[config.mk]
export PLATFORM = sky130hd
export DESIGN_NAME = alu_shift_slice
export DESIGN_NICKNAME = d
export VERILOG_FILES = /design/src/rtl/alsu_pkg.sv /design/src/rtl/alsu_arith.sv /design/src/rtl/alsu_logic.sv /design/src/rtl/alsu_shift.sv /design/src/rtl/alu_shift_slice.sv
export SDC_FILE = /design/constraint.sdc
export NUM_CORES = 1
export LEC_CHECK = 0
export ABC_AREA = 1
export CAP_MARGIN = 0
export CORE_MARGIN = 3
export CORE_UTILIZATION = 51
export DETAILED_ROUTE_END_ITERATION = 8
export PLACE_DENSITY = 0.86
export SLEW_MARGIN = 20
export SYNTH_ARGS = -nofsm -noshare
export SYNTH_HDL_FRONTEND = slang
export SYNTH_SLANG_ARGS = --single-unit
[constraint.sdc]
create_clock -name vclk -period 8.6
set_input_delay 1.72 -clock vclk [all_inputs]
set_output_delay 1.72 -clock vclk [all_outputs]
set_load 0.01 [all_outputs]
[src/rtl/alsu_pkg.sv]
package alsu_pkg;

    typedef enum logic [1:0] {
        UNIT_ARITH = 2'b00,
        UNIT_LOGIC = 2'b01,
        UNIT_SHR   = 2'b10,
        UNIT_SHL   = 2'b11
    } unit_e;

    typedef enum logic [1:0] {
        ADDIN_B    = 2'b00,
        ADDIN_NOTB = 2'b01,
        ADDIN_ZERO = 2'b10,
        ADDIN_ONES = 2'b11
    } addin_e;

    typedef enum logic [1:0] {
        LOP_AND  = 2'b00,
        LOP_OR   = 2'b01,
        LOP_XOR  = 2'b10,
        LOP_NOTA = 2'b11
    } lop_e;

    typedef struct packed {
        logic c;
        logic v;
        logic s;
        logic z;
    } flags_t;

    // Second adder input for one bit position
    function automatic logic addin_bit(input addin_e pick, input logic b);
        case (pick)
            ADDIN_B:    return b;
            ADDIN_NOTB: return ~b;
            ADDIN_ZERO: return 1'b0;
            default:    return 1'b1;
        endcase
    endfunction

endpackage

[src/rtl/alsu_arith.sv]
module alsu_arith
    import alsu_pkg::*;
#(
    parameter int W = 8
) (
    input  logic [W-1:0] a,
    input  logic [W-1:0] b,
    input  addin_e       pick,
    input  logic         cin,
    output logic [W-1:0] sum,
    output logic         cout,
    output logic         c_into_msb
);
    logic [W:0]   carry;
    logic [W-1:0] y;

    assign carry[0] = cin;

    for (genvar i = 0; i < W; i++) begin : g_stage
        assign y[i]       = addin_bit(pick, b[i]);
        assign sum[i]     = a[i] ^ y[i] ^ carry[i];
        assign carry[i+1] = (a[i] & y[i]) | (carry[i] & (a[i] ^ y[i]));
    end

    assign cout       = carry[W];
    assign c_into_msb = carry[W-1];
endmodule

[src/rtl/alsu_logic.sv]
module alsu_logic
    import alsu_pkg::*;
#(
    parameter int W = 8
) (
    input  logic [W-1:0] a,
    input  logic [W-1:0] b,
    input  lop_e         op,
    output logic [W-1:0] out
);
    always_comb begin
        case (op)
            LOP_AND: out = a & b;
            LOP_OR:  out = a | b;
            LOP_XOR: out = a ^ b;
            default: out = ~a;
        endcase
    end
endmodule

[src/rtl/alsu_shift.sv]
module alsu_shift #(
    parameter int W    = 8,
    parameter bit LEFT = 1'b0
) (
    input  logic [W-1:0] a,
    input  logic         fill,
    output logic [W-1:0] out
);
    if (LEFT) begin : g_left
        assign out = {a[W-2:0], fill};
    end else begin : g_right
        assign out = {fill, a[W-1:1]};
    end
endmodule

[src/rtl/alu_shift_slice.sv]
module alu_shift_slice
    import alsu_pkg::*;
#(
    parameter int W = 8
) (
    input  logic [W-1:0] op_a,
    input  logic [W-1:0] op_b,
    input  logic         carry_in,
    input  logic [3:0]   sel,
    input  logic         ser_right_in,
    input  logic         ser_left_in,
    output logic [W-1:0] res,
    output logic         flag_c,
    output logic         flag_v,
    output logic         flag_s,
    output logic         flag_z
);
    unit_e        unit;
    logic [W-1:0] arith_out, logic_out, shr_out, shl_out;
    logic         arith_cout, arith_cmsb;
    flags_t       flg;

    assign unit = unit_e'(sel[3:2]);

    alsu_arith #(.W(W)) u_arith (
        .a          (op_a),
        .b          (op_b),
        .pick       (addin_e'(sel[1:0])),
        .cin        (carry_in),
        .sum        (arith_out),
        .cout       (arith_cout),
        .c_into_msb (arith_cmsb)
    );

    alsu_logic #(.W(W)) u_logic (
        .a   (op_a),
        .b   (op_b),
        .op  (lop_e'(sel[1:0])),
        .out (logic_out)
    );

    alsu_shift #(.W(W), .LEFT(1'b0)) u_shr (
        .a    (op_a),
        .fill (ser_right_in),
        .out  (shr_out)
    );

    alsu_shift #(.W(W), .LEFT(1'b1)) u_shl (
        .a    (op_a),
        .fill (ser_left_in),
        .out  (shl_out)
    );

    always_comb begin
        case (unit)
            UNIT_ARITH: res = arith_out;
            UNIT_LOGIC: res = logic_out;
            UNIT_SHR:   res = shr_out;
            default:    res = shl_out;
        endcase
    end

    always_comb begin
        flg.c = (unit == UNIT_ARITH) & arith_cout;
        flg.v = (unit == UNIT_ARITH) & (arith_cout ^ arith_cmsb);
        flg.s = res[W-1];
        flg.z = ~|res;
    end

    assign flag_c = flg.c;
    assign flag_v = flg.v;
    assign flag_s = flg.s;
    assign flag_z = flg.z;
endmodule

==> results.txt <==
----------------------------------------------------
[Floorplanning]
  Total number of placement rows ... 16
  I/O pin count ... 35
  Core ar. ... 0.00206 mm²
  Effective utilization at floorplan ... 0.570
  DIE HEIGHT ... ~54 µm
  Floorplan die area ... 0.00292 mm²
  Horizontal extent of the die ... 54.0 µm

[Cells and area]
  Core Util, Final ... 0.750
  Sequential cell count of the final layout ... 0
  Final Instance Count excl. Fillers ... 270
  Area delta synth->final ... 31.6%
  Share of layout cells above drive strength 1 ... 0.0576
  Fin nets ... 292
  Antenna diode instance count ... 0
  Area occupied by registers ... 0 µm²
  Layout clock buffers ... 0

[STA]
  Final Hold Vio Count ... 0
  Peak Freq ... 122 MHz
  Pin slew with the least headroom to its limit ... between 300 and 400 ps
  Post-layout minimum cycle time ... 8180 ps
  Total count of max-transition violations in the final report ... 0
  Setup violation total in the final timing report ... 0
  Relative max-transition margin ... 0.798
  Total negative setup slack ... 0 ps
  Tcrit/Tclk final ... 0.951
  Setup repair after global routing missed its margin ... no

[Placed design]
  Post-detailed-placement half-perimeter wirelength ... 2.71 mm
  Placed Cells incl. Taps ... 270
  Placer Congestion ... about 0.85
  Port buffer count ... 35

[GRT]
  Total Routing Usage GR ... 0.233
  Antenna violations before repair ... 0
  Global-route wire length before repair ... 5.24 mm
  Maximum number of pins on one net before global-route repair ... 24
  Global-route congestion overflow total ... 0
  Number of global-route vias before repair ... 1265

[Drt]
  Via count normalized by instance count ... between 5 and 6
  Detailed-routing iteration count for the pre-antenna-repair pass ... 4
  DRC marker count from the first detailed-route iteration ... 33
  Routed wire length ... 3.15 mm
  Number of nets with antenna violations after detailed routing ... 0
  Vias ... 1366
  Total DRC errors in the routed layout ... 0
  Routed wirelength normalized by instance count ... 11.6 µm

[Min path]
  Critical hold path startpoint ... ser_left_in
  Hold Path Class ... in -> out
  Cell count of the worst hold path ... 5
  Hold endpoint ... res[0]

[Clocking]
  Post-CTS setup buffer count ... 0
  Count of hold buffers inserted by post-cts repair ... 0
  Post-cts sizing count ... 0

[Pwr]
  Power density over cell area ... 59.3 mW/mm²
  Worst supply voltage drop on vdd ... 0.0348 mV
  P_leak ... 0.826 nW
  Total power after layout ... 0.0000917 W

[Synthesis]
  Synth Instances ... ~210
  Share of synthesized area occupied by flip-flops and latches ... 0
  Post-synth design cell area ... between 0.001 and 0.0015 mm²
  Count of cell types in the netlist ... 20
  Mapped Avg Cell Area ... 5.62 µm²
  Net Count, Synth ... 256
  YS warnings ... 0

[Critical path]
  Critical path data arrival time ... 6460 ps
  Critical path startpoint category ... primary input
  Type of the worst setup path ... in -> out
  Crit path max fanout ... 9
  Required time reported for the critical path endpoint ... 6880 ps
  Crit end category ... output pin

[Outcome]
  Status ... completed

[Flow run]
  Max-cap violation count ... 0

----------------------------------------------------
==> worst max-delay path by stage <==
stage | startpoint | endpoint | depth (start not counted)
after floorplan | sel[0] | flag_z | 24
after global placement | sel[1] | flag_z | 24
after detailed placement | sel[1] | flag_z | 24
after CTS | sel[1] | flag_z | 24
after global routing | sel[1] | flag_z | 24
final | sel[1] | flag_z | 24
==> metrics by stage <==
stage / setup slack [ps] / hold slack [ps] / cell area (µm²)
6_report: 422 / 4620 / 1550
5_1_grt: 148 / 4680 / 1550
3_5_place_dp: 447 / 4620 / 1550
2_1_floorplan: 1340 / 3600 / 1170
3_3_place_gp: 566 / 4610 / 1550
4_1_cts: 437 / 4630 / 1550
==> power by group <==
part | switching, W | internal (W) | total [W]
combinational | 0.0000490 | 0.0000427 | 0.0000917
sequential | 0 | 0 | 0
clock | 0 | 0 | 0
total | 0.0000490 | 0.0000427 | 0.0000917
==> Yosys cell counts, types with 3 or more instances <==
master,n,area (µm²)
sky130_fd_sc_hd__inv_2,6,22.5
sky130_fd_sc_hd__o21ai_0,7,35.0
sky130_fd_sc_hd__nand3_1,11,55.1
sky130_fd_sc_hd__inv_1,37,139
sky130_fd_sc_hd__o21ai_1,12,60.1
sky130_fd_sc_hd__nand3b_1,3,22.5
sky130_fd_sc_hd__ha_1,16,200
sky130_fd_sc_hd__clkinv_1,9,33.8
sky130_fd_sc_hd__nand2_1,56,210
sky130_fd_sc_hd__nor2_1,18,67.6
sky130_fd_sc_hd__a21oi_1,14,70.1
sky130_fd_sc_hd__fa_1,8,160
==> logic make-up after synthesis <==
group / synth area share
AO/OA/AOI/OAI: 0.153
adder cells (fa/ha/maj): 0.307
buffers and inverters: 0.202
AND/OR/NAND/NOR: 0.338
==> layer usage <==
layer	vias up	global-route usage	wire length [µm]
li1	702	-	-
met1	615	0.319	1450
met2	49	0.425	1490
met4	0	0.00415	0
met3	0	0.00831	213
met5	-	0	0
==> area by class of cell <==
cell class	instances	area, µm²
fill	182	515
inverter	52	195
multi-input combinational	152	937
tap	27	33.8
timing repair buffer	39	380
==> critical path, stage by stage <==
cell and delay (ps):
sky130_fd_sc_hd__clkdlybuf4s50_1 610, sky130_fd_sc_hd__nor2_4 110, sky130_fd_sc_hd__nor2_1 160, sky130_fd_sc_hd__a21oi_1 100, sky130_fd_sc_hd__fa_1 390, sky130_fd_sc_hd__fa_1 370
sky130_fd_sc_hd__inv_1 70, sky130_fd_sc_hd__fa_1 170, sky130_fd_sc_hd__fa_1 160, sky130_fd_sc_hd__inv_1 50, sky130_fd_sc_hd__fa_1 360, sky130_fd_sc_hd__inv_1 70
sky130_fd_sc_hd__fa_1 160, sky130_fd_sc_hd__inv_1 50, sky130_fd_sc_hd__fa_1 420, sky130_fd_sc_hd__fa_1 450, sky130_fd_sc_hd__a21oi_1 130, sky130_fd_sc_hd__nand2_1 70
sky130_fd_sc_hd__nand2_1 70, sky130_fd_sc_hd__nand2_1 50, sky130_fd_sc_hd__inv_1 40, sky130_fd_sc_hd__nand2_1 40, sky130_fd_sc_hd__nor2_1 80, sky130_fd_sc_hd__clkdlybuf4s50_1 540
==> layout by cell type (no fill, tap or decap), types with 6 or more instances in the layout <==
| cell type | n |
|---|---|
| sky130_fd_sc_hd__a21oi_1 | 14 |
| sky130_fd_sc_hd__clkdlybuf4s50_1 | 35 |
| sky130_fd_sc_hd__clkinv_1 | 9 |
| sky130_fd_sc_hd__fa_1 | 8 |
| sky130_fd_sc_hd__ha_1 | 16 |
| sky130_fd_sc_hd__inv_1 | 37 |
| sky130_fd_sc_hd__inv_2 | 6 |
| sky130_fd_sc_hd__nand2_1 | 56 |
| sky130_fd_sc_hd__nand3_1 | 11 |
| sky130_fd_sc_hd__nor2_1 | 18 |
| sky130_fd_sc_hd__o21ai_0 | 7 |
| sky130_fd_sc_hd__o21ai_1 | 12 |
Note: power is estimated with default switching activity, not from simulation.
